`config.mk`:
```
export PLATFORM = sky130hd
export DESIGN_NAME = tmr_dual8
export DESIGN_NICKNAME = d
export VERILOG_FILES = /design/src/rtl/tmr_pkg.sv /design/src/rtl/tmr_sync_edge.sv /design/src/rtl/tmr_ctl_fsm.sv /design/src/rtl/tmr_tick_sel.sv /design/src/rtl/tmr_dual8.sv
export SDC_FILE = /design/constraint.sdc
export NUM_CORES = 1
export LEC_CHECK = 0
export BUFFER_PORTS_ARGS = -buffer_cell sky130_fd_sc_hd__buf_2
export CAP_MARGIN = 10
export CORE_MARGIN = 5
export CORE_UTILIZATION = 54
export DETAILED_ROUTE_END_ITERATION = 8
export GPL_ROUTABILITY_DRIVEN = 0
export HOLD_SLACK_MARGIN = 0.12
export PLACE_DENSITY = 0.88
export SETUP_SLACK_MARGIN = 0.1
export SLEW_MARGIN = 20
export SYNTH_ARGS = -nofsm -noshare
export SYNTH_HDL_FRONTEND = slang
export SYNTH_SLANG_ARGS = --single-unit
```
`constraint.sdc`:
```
create_clock -name clk -period 2.93 [get_ports clk]
set_clock_uncertainty 0.2 [all_clocks]
set_input_delay 0.1465 -clock clk [delete_from_list [all_inputs] [get_ports clk]]
set_output_delay 0.1465 -clock clk [all_outputs]
set_load 0.1 [all_outputs]
```
`src/rtl/tmr_pkg.sv`:
```
package tmr_pkg;
    typedef enum logic [1:0] {
        ST_STOPPED = 2'd0,
        ST_RUNNING = 2'd1,
        ST_PAUSED  = 2'd2
    } run_state_e;

    localparam int SELW     = 2;
    localparam int MB_CAPEN = 7;
    localparam int MB_BSTRT = 6;
    localparam int MB_BSRC  = 4;
    localparam int MB_ASTRT = 3;
    localparam int MB_ACONT = 2;
    localparam int MB_ASRC  = 0;
endpackage

```
`src/rtl/tmr_sync_edge.sv`:
```
module tmr_sync_edge #(
    parameter int STAGES = 2
) (
    input  logic clk,
    input  logic rst_n,
    input  logic async_i,
    output logic rise_o
);
    logic [STAGES:0] sh;

    always_ff @(posedge clk or negedge rst_n) begin
        if (!rst_n) sh <= '0;
        else        sh <= {sh[STAGES-1:0], async_i};
    end

    assign rise_o = sh[STAGES-1] & ~sh[STAGES];

    // one pulse per rising edge
    p_rise_single_r10: assert property (@(posedge clk) disable iff (!rst_n)
        rise_o |=> !rise_o);
endmodule

```
`src/rtl/tmr_ctl_fsm.sv`:
```
module tmr_ctl_fsm
    import tmr_pkg::*;
(
    input  logic clk,
    input  logic rst_n,
    input  logic start_i,
    input  logic cont_i,
    output logic run_o,
    output logic clear_o
);
    run_state_e state, state_nx;

    always_comb begin
        state_nx = state;
        unique case (state)
            ST_STOPPED: begin
                if (start_i && cont_i) state_nx = ST_RUNNING;
                else if (start_i)      state_nx = ST_PAUSED;
            end
            ST_RUNNING: begin
                if (!start_i)     state_nx = ST_STOPPED;
                else if (!cont_i) state_nx = ST_PAUSED;
            end
            ST_PAUSED: begin
                if (!start_i)    state_nx = ST_STOPPED;
                else if (cont_i) state_nx = ST_RUNNING;
            end
            default: state_nx = ST_STOPPED;
        endcase
    end

    always_ff @(posedge clk or negedge rst_n) begin
        if (!rst_n) state <= ST_STOPPED;
        else        state <= state_nx;
    end

    always_comb begin
        run_o   = 1'b0;
        clear_o = 1'b0;
        unique case (state)
            ST_STOPPED: clear_o = 1'b1;
            ST_RUNNING: run_o   = 1'b1;
            ST_PAUSED:  ;
            default:    clear_o = 1'b1;
        endcase
    end

    // a low start bit forces the clearing state on the next cycle
    p_stop_on_low_start_r7: assert property (@(posedge clk) disable iff (!rst_n)
        !start_i |=> clear_o);
endmodule

```
`src/rtl/tmr_tick_sel.sv`:
```
module tmr_tick_sel
    import tmr_pkg::*;
#(
    parameter int NTAP = 3
) (
    input  logic [SELW-1:0] sel_i,
    input  logic [NTAP-1:0] taps_i,
    input  logic            alt_i,
    output logic            tick_o
);
    always_comb begin
        tick_o = alt_i;
        for (int i = 0; i < NTAP; i++) begin
            if (sel_i == SELW'(i + 1)) tick_o = taps_i[i];
        end
    end
endmodule

```
`src/rtl/tmr_dual8.sv`:
```
module tmr_dual8
    import tmr_pkg::*;
#(
    parameter int W           = 8,
    parameter int NTAP        = 3,
    parameter int SYNC_STAGES = 2
) (
    input  logic            clk,
    input  logic            rst_n,
    input  logic            mode_we,
    input  logic [7:0]      mode_wdata,
    output logic [7:0]      mode_rd,
    input  logic            mod0_we,
    input  logic            mod1_we,
    input  logic [W-1:0]    mod_wdata,
    output logic [W-1:0]    count0,
    output logic [W-1:0]    count1,
    input  logic [NTAP-1:0] tap,
    input  logic            evt_in,
    input  logic            cap_in,
    output logic [W-1:0]    cap_val,
    output logic            irq0,
    output logic            irq1,
    output logic            sq_out
);
    localparam logic [W-1:0] CNT_MAX = {W{1'b1}};

    logic [7:0]   mode_r;
    logic [W-1:0] mod0_r, mod1_r, cnt0_r, cnt1_r, cap_r;
    logic         irq0_r, irq1_r, sq_r;

    logic run0, clr0, run1, clr1;
    logic evt_rise, cap_rise, tick0, tick1;
    logic casc, cap_en, adv0, adv1, hit0, hit1, hit_pair, match0, match1;
    logic sq_clr, sq_tgl;

    assign casc   = (mode_r[MB_BSRC +: SELW] == '0);
    assign cap_en = mode_r[MB_CAPEN];

    tmr_ctl_fsm u_fsm_a (
        .clk(clk), .rst_n(rst_n),
        .start_i(mode_r[MB_ASTRT]), .cont_i(mode_r[MB_ACONT]),
        .run_o(run0), .clear_o(clr0)
    );

    tmr_ctl_fsm u_fsm_b (
        .clk(clk), .rst_n(rst_n),
        .start_i(mode_r[MB_BSTRT]), .cont_i(1'b1),
        .run_o(run1), .clear_o(clr1)
    );

    tmr_sync_edge #(.STAGES(SYNC_STAGES)) u_sync_evt (
        .clk(clk), .rst_n(rst_n), .async_i(evt_in), .rise_o(evt_rise)
    );

    tmr_sync_edge #(.STAGES(SYNC_STAGES)) u_sync_cap (
        .clk(clk), .rst_n(rst_n), .async_i(cap_in), .rise_o(cap_rise)
    );

    tmr_tick_sel #(.NTAP(NTAP)) u_sel_a (
        .sel_i(mode_r[MB_ASRC +: SELW]), .taps_i(tap), .alt_i(evt_rise), .tick_o(tick0)
    );

    tmr_tick_sel #(.NTAP(NTAP)) u_sel_b (
        .sel_i(mode_r[MB_BSRC +: SELW]), .taps_i(tap), .alt_i(1'b0), .tick_o(tick1)
    );

    assign adv0     = run0 & tick0;
    assign adv1     = ~casc & run1 & tick1;
    assign hit0     = (cnt0_r == mod0_r);
    assign hit1     = (cnt1_r == mod1_r);
    assign hit_pair = ({cnt1_r, cnt0_r} == {mod1_r, mod0_r});
    assign match0   = adv0 & (casc ? hit_pair : hit0);
    assign match1   = adv1 & hit1;
    assign sq_clr   = casc ? clr0 : clr1;
    assign sq_tgl   = casc ? match0 : match1;

    always_ff @(posedge clk or negedge rst_n) begin
        if (!rst_n) begin
            mode_r <= '0;
            mod0_r <= '0;
            mod1_r <= '0;
        end else begin
            if (mode_we) mode_r <= mode_wdata;
            if (mod0_we) mod0_r <= mod_wdata;
            if (mod1_we) mod1_r <= mod_wdata;
        end
    end

    always_ff @(posedge clk or negedge rst_n) begin
        if (!rst_n) begin
            cnt0_r <= '0;
        end else if (clr0) begin
            cnt0_r <= '0;
        end else if (adv0) begin
            cnt0_r <= match0 ? '0 : cnt0_r + 1'b1;
        end
    end

    always_ff @(posedge clk or negedge rst_n) begin
        if (!rst_n) begin
            cnt1_r <= '0;
        end else if (casc) begin
            if (clr0)
                cnt1_r <= '0;
            else if (adv0)
                cnt1_r <= match0 ? '0 : ((cnt0_r == CNT_MAX) ? cnt1_r + 1'b1 : cnt1_r);
        end else if (clr1) begin
            cnt1_r <= '0;
        end else if (adv1) begin
            cnt1_r <= match1 ? '0 : cnt1_r + 1'b1;
        end
    end

    always_ff @(posedge clk or negedge rst_n) begin
        if (!rst_n) begin
            cap_r  <= '0;
            irq0_r <= 1'b0;
            irq1_r <= 1'b0;
            sq_r   <= 1'b0;
        end else begin
            if (cap_en && cap_rise) cap_r <= cnt0_r;
            irq0_r <= match0 | (cap_en & cap_rise);
            irq1_r <= match1;
            if (sq_clr)      sq_r <= 1'b0;
            else if (sq_tgl) sq_r <= ~sq_r;
        end
    end

    assign mode_rd = mode_r;
    assign count0  = cnt0_r;
    assign count1  = cnt1_r;
    assign cap_val = cap_r;
    assign irq0    = irq0_r;
    assign irq1    = irq1_r;
    assign sq_out  = sq_r;

    // an 8-bit match returns channel A to zero and pulses its interrupt
    p_wrap_a_r5: assert property (@(posedge clk) disable iff (!rst_n)
        (!casc && run0 && tick0 && cnt0_r == mod0_r) |=> (cnt0_r == '0 && irq0));

    // a paused channel A keeps its count
    p_hold_a_r6: assert property (@(posedge clk) disable iff (!rst_n)
        (!run0 && !clr0) |=> (cnt0_r == $past(cnt0_r)));

    // cascade mode never reports on channel B's interrupt
    p_casc_quiet_r8: assert property (@(posedge clk) disable iff (!rst_n)
        casc |=> !irq1);

    // the square wave is forced low while its owner is stopped
    p_sq_clear_r9: assert property (@(posedge clk) disable iff (!rst_n)
        (!casc && clr1) |=> !sq_out);

    // an enabled capture latches channel A's count and pulses irq0
    p_capture_r11: assert property (@(posedge clk) disable iff (!rst_n)
        (cap_en && cap_rise) |=> (cap_val == $past(cnt0_r) && irq0));
endmodule

```
After elaboration in Yosys (flattened, before gate mapping)
Index checks and enable logic that the tools add are counted.
Widths: inputs -> output; s select.
{"block": "totals", "ff_bits": 61, "inputBits": 26}
{"block": "classes", "addsub": 2, "n_eq_ne": 23, "n_mux": 37, "bitwise": 13, "reduce_logical": 11}
{"operator": "$mux 8", "n": 11}
{"operator": "$add 8x1->8 const B", "n": 2}
{"operator": "$eq 16x16->1", "n": 1}
{"operator": "$eq 8x8->1", "n": 2}
{"operator": "$mux 1", "n": 16}
{"operator": "$mux 2", "n": 8}
{"operator": "$eq 2x2->1 const B", "n": 6}
{"operator": "$pmux 2 s3", "n": 2}
{"operator": "$and 1x1->1", "n": 8}
{"operator": "$eq 2x1->1 const B", "n": 4}
{"operator": "$eq 8x8->1 const B", "n": 1}
{"operator": "$logic_not 2->1", "n": 3}
{"operator": "$ne 3x2->1 const B", "n": 2}
{"operator": "$ne 3x3->1 const B", "n": 2}
{"operator": "$reduce_and 3->1", "n": 2}
{"operator": "$ne 2x2->1 const B", "n": 2}
{"operator": "$ne 4x2->1 const B", "n": 1}
{"operator": "$not 1->1", "n": 4}
{"operator": "$reduce_or 2->1", "n": 2}
{"operator": "$ne 3x1->1 const B", "n": 1}
{"operator": "$logic_and 1x1->1", "n": 2}
{"operator": "$ne 2x1->1 const B", "n": 1}
{"operator": "$reduce_and 2->1", "n": 1}
{"operator": "$reduce_bool 2->1", "n": 1}
{"operator": "$or 1x1->1", "n": 1}

Longest topological paths before layout
{"block": "depth", "ltp_word": 11, "ltp_mapped": 9, "depth_no_buf": 8}

Cells and area by module
A second synthesis with hierarchy kept.
{"block": "hier_totals", "hier_cells": 254, "hier_area_um2": 3126.7}
{"mod": "tmr_dual8", "instances": 1, "cells_each": 198, "area_each_um2": 2481.1, "seq_area_each_um2": 1276.2}
{"mod": "tmr_ctl_fsm", "instances": 2, "cells_each": 23, "area_each_um2": 211.5, "seq_area_each_um2": 50.0}
{"mod": "tmr_sync_edge", "instances": 2, "cells_each": 4, "area_each_um2": 88.8, "seq_area_each_um2": 75.1}
{"mod": "tmr_tick_sel", "instances": 2, "cells_each": 1, "area_each_um2": 22.5, "seq_area_each_um2": 0.0}

Least setup slack after synthesis
No wires, ideal clock.
{"block": "synth_path", "path_kind": "reg-to-reg", "start": "register mode_r[1], in the netlist mode_rd[1]", "end": "register cnt1_r[4], in the netlist count1[4]", "arrival_time_ns": 2.596, "required_time_ns": 2.610, "slack_ns": 0.014, "path_stages_with_launch": 7, "path_buffers": 0, "path_cell_list": "dfrtp_1 > or3b_1 > a221o_2 > o311ai_2 > a22oi_2 > a22o_1 > a31o_2"}
{"block": "synth_via", "elab_chain_len": 10}
{"element": "start: declaration", "line": "tmr_dual8.sv:28", "source": "logic [7:0] mode_r;"}
{"element": "start signal: assignment", "line": "tmr_dual8.sv:84", "source": "if (mode_we) mode_r <= mode_wdata;"}
{"element": "$eq 2x1->1", "line": "tmr_tick_sel.sv:14", "source": "if (sel_i == SELW'(i + 1)) tick_o = taps_i[i];"}
{"element": "$mux 1 (2 in a row)", "line": "tmr_tick_sel.sv:14"}
{"element": "$mux 1 *", "line": "tmr_tick_sel.sv:14"}
{"element": "$and 1x1->1 *", "line": "tmr_dual8.sv:68", "source": "assign adv0 = run0 & tick0;"}
{"element": "$and 1x1->1", "line": "tmr_dual8.sv:73", "source": "assign match0 = adv0 & (casc ? hit_pair : hit0);"}
{"element": "$mux 8", "line": "tmr_dual8.sv:107", "source": "cnt1_r <= match0 ? '0 : ((cnt0_r == CNT_MAX) ? cnt1_r + 1'b1 : cnt1_r);"}
{"element": "$mux 8", "line": "tmr_dual8.sv:106", "source": "else if (adv0)"}
{"element": "$mux 8", "line": "tmr_dual8.sv:104", "source": "if (clr0)"}
{"element": "$mux 8", "line": "tmr_dual8.sv:103", "source": "end else if (casc) begin"}
{"element": "end signal: assignment", "line": "tmr_dual8.sv:107"}
{"element": "end signal: assignment", "line": "tmr_dual8.sv:111", "source": "cnt1_r <= match1 ? '0 : cnt1_r + 1'b1;"}
{"element": "end: declaration", "line": "tmr_dual8.sv:29", "source": "logic [W-1:0] mod0_r, mod1_r, cnt0_r, cnt1_r, cap_r;"}
Mark *: on every way between the ends. The rest lies on a longest branch, timed or not. The select of a mux whose other input is x is not followed.
A chain may end at the register's enable or synchronous reset.

Worst setup path in the final report
Same ends and word-level chain as after synthesis.

==> flow_metrics.tcl <==
set metrics [dict create \
    grt_max_degree 40 \
    place_hpwl_um 4640 \
    cts_repair_resize_count 0 \
    fin_setup_tns_ps 0 \
    placed_cell_area_mm2 0.00322 \
    nets 369 \
    rsz0062_at_grt "no" \
    start_util_pct 55.7 \
    timing.final.crit_share_pct 89.1 \
    timing.final.setup_violations 0 \
    fin_crit_ps 2610 \
    placementRows 26 \
    root_buffer "clkbuf_8" \
    worst_min_path_class "reg2reg" \
    vdd_ir_drop_max_v 0.000837 \
    drt-pass1-iter-count 4 \
    crit_family "compound AO/OA/AOI/OAI gates" \
    critical_path.cell_chain "or3b_1, a221o_2, o311ai_2, a22oi_2, a22o_1, a31o_2" \
    drv_cap 0 \
    timing.max_slew.rel_slack_pct 42.0 \
    detailroute.via_count 2245 \
    yosys_warnings 0 \
    detailedRoute.firstIterationViolations 106 \
    placement.io_buffers 60 \
    clock_sink_count 60 \
    worst-slew-pin-transition_ps 870 \
    worst_path_max_delay_cell "dfrtp_2" \
    critical_path_class "reg2reg" \
    ioPinCount 61 \
    timing.final.hold_violations 0 \
    dieHeight_um 82.8 \
    synthesis.area_per_instance_um2 11.9 \
    setup.worst_path.start_class "register" \
    cts_post_setup_buffers_inserted 0 \
    final.setup.worst_slack_ps 320 \
    yosys.area.top_type_share_pct 52.5 \
    cts_tree "built" \
    power.leakage_nw 1.76 \
    synth_top_cells_by_count "dfrtp_1 (60), mux2_2 (33), nand2_1 (19)" \
    post_synth_instance_area_mm2 0.00286 \
    endpoint_required_time_on_the_critical_path_ps 2940 \
    critical_path.max_fanout 9 \
    totalWireLength_um 6710 \
    cts_buffer_depth 2 \
    finalCoreUtilization_pct 71.8 \
    yosys-top-cells-area "dfrtp_1 (52%), mux2_2 (13%), xnor2_1 (5.2%)" \
    die-width_um 82.8 \
    yosys.cell_count.top_type "dfrtp_1" \
    synthesized_netlist_cell_count 241 \
    die_area_mm2 0.00686 \
    core_mm2 0.00514 \
    postCtsHoldBufs 32 \
    initial_antenna_violation_count 0 \
    cts_inserted_buffers 9 \
    cpPeakStageDelay_ps 440 \
    layout_overhead_on_the_synthesized_area_pct 28.9 \
    maxClockFrequency_ghz 0.383 \
    grt_overflow 0 \
    synth.net_count 273 \
    number_of_register_bits_inferred_by_synthesis 60 \
    drt-vias-per-instance 5.48 \
    antenna_violating_nets_post_route 0 \
    grt_pass1_wl_um 11100 \
    drt-wirelength-per-cell_um 16.4 \
    critical_path_at_ps 2620 \
    slew_viol_final 0 \
    cts_htree_levels 3 \
    synth_sequential_area_ratio_pct 52.5 \
    timing.critical_path.buf_inv 0 \
    synth-edff-count 0 \
    final_layout_size_suffix_gt1_share_pct 35.3 \
    worst_setup_path_end_kind "register" \
    clkTransAtPathRegs_ps 70 \
    place_worst_setup_slack_ps 370 \
    final_cell_area_mm2 0.00369 \
    async_reset_ff_share_pct 100 \
    route.detailed.drc 0 \
    netlist-cell-type-count 45 \
    antenna_cells_inserted 0 \
    synth_top_area_cell "dfrtp_1" \
    grtUsageTotal_pct 21.8 \
    via_count_of_the_first_global_routing_pass 2344 \
    clock_insertion_delay_worst_skew_ps 330 \
    n_fill_cell 375 \
    status "complete, no violations" \
    powerDensity_mw_per_mm2 666 \
    ys_dominant_reg_cell "dfrtp_1" \
]
[path summary, 6_finish.rpt]
check | startpoint | endpoint | slack [ps] | cells past startpoint
worst max-delay path | mode_rd[1] | count1[4] | 320 | 6
worst min-delay path | u_sync_cap.sh[0] | u_sync_cap.sh[1] | 150 | 0
worst max register to register | mode_rd[1] | count1[4] | 320 | 6
worst min register to register | u_sync_cap.sh[0] | u_sync_cap.sh[1] | 150 | 0
max in group asynchronous | rst_n | count1[4] | 1540 | 3
min in group asynchronous | rst_n | irq1 | 280 | 2
[where the power goes]
part | internal, W | leakage (nW) | switching (W)
Combinational | 0.000275 | 0.920 | 0.000577
Clock | 0.000322 | 0.0766 | 0.000288
Sequential | 0.000907 | 0.758 | 0.0000871
[flip-flops by register name (all words and copies together), names as in the netlist]
register,cells
u_fsm_b.state,1
mod0_r,8
u_sync_cap.sh,3
sq_out,1
count0,8
u_sync_evt.sh,3
mode_rd,8
irq0,1
mod1_r,8
u_fsm_a.state,2
count1,8
irq1,1
cap_val,8
[layer usage]
layer	part of all wire, %	track usage (%)
met5	0	0
met4	2.1	10.5
met3	4.8	4.32
met2	51	37.3
met1	42	26.3
[area by class of cell]
type | instances | area (um^2) | area share [%]
Multi-Input combinational cell | 164 | 1280 | 34.6
Sequential cell | 60 | 1510 | 40.8
Tap cell | 70 | 87.6 | 2.37
Clock buffer | 14 | 153 | 4.14
Timing Repair Buffer | 94 | 636 | 17.2
Inverter | 8 | 30.0 | 0.814
[cell families (layout without fill, tap and decap cells)]
family / count (synthesis) / count (layout) / share of synthesized area, %
AOI/OAI and AO/OA: 40 / 40 / 10.7
xor gates and xnor gates: 18 / 18 / 5.51
adders and majority gates: 6 / 6 / 2.62
buffers and inverters: 17 / 116 / 2.89
DFF: 60 / 60 / 52.5
muxes: 36 / 36 / 14.0
and+or+nand+nor: 64 / 64 / 11.8
[cells in the final DEF (no fill, tap or decap), types with 2 or more instances in the layout]
master / count
nand2_1: 19
or3_1: 3
mux2i_1: 3
inv_1: 8
buf_2: 60
dfrtp_2: 3
nand2b_1: 2
clkbuf_1: 4
nor3_1: 5
or2_2: 2
dfrtp_1: 57
nand4_1: 4
xnor2_1: 17
o2bb2ai_1: 2
a211oi_1: 2
and3_1: 2
buf_4: 2
and2_1: 2
a21oi_1: 6
a22o_1: 5
ha_1: 6
nor2b_1: 2
a21o_1: 6
clkbuf_8: 10
nand3_1: 5
nor2_1: 11
dlygate4sd3_1: 32
o21ai_0: 8
mux2_2: 33
[metrics by stage]
step	instances	power, W	hold WS (ps)
finish	410	0.00246	151
global route	410	0.00257	164
CTS	410	0.00245	152
detailed placement	364	0.00181	57.7
global placement	364	0.00178	54.0
floorplan	241	0.00166	-349
(Power assumes the default switching activity.)
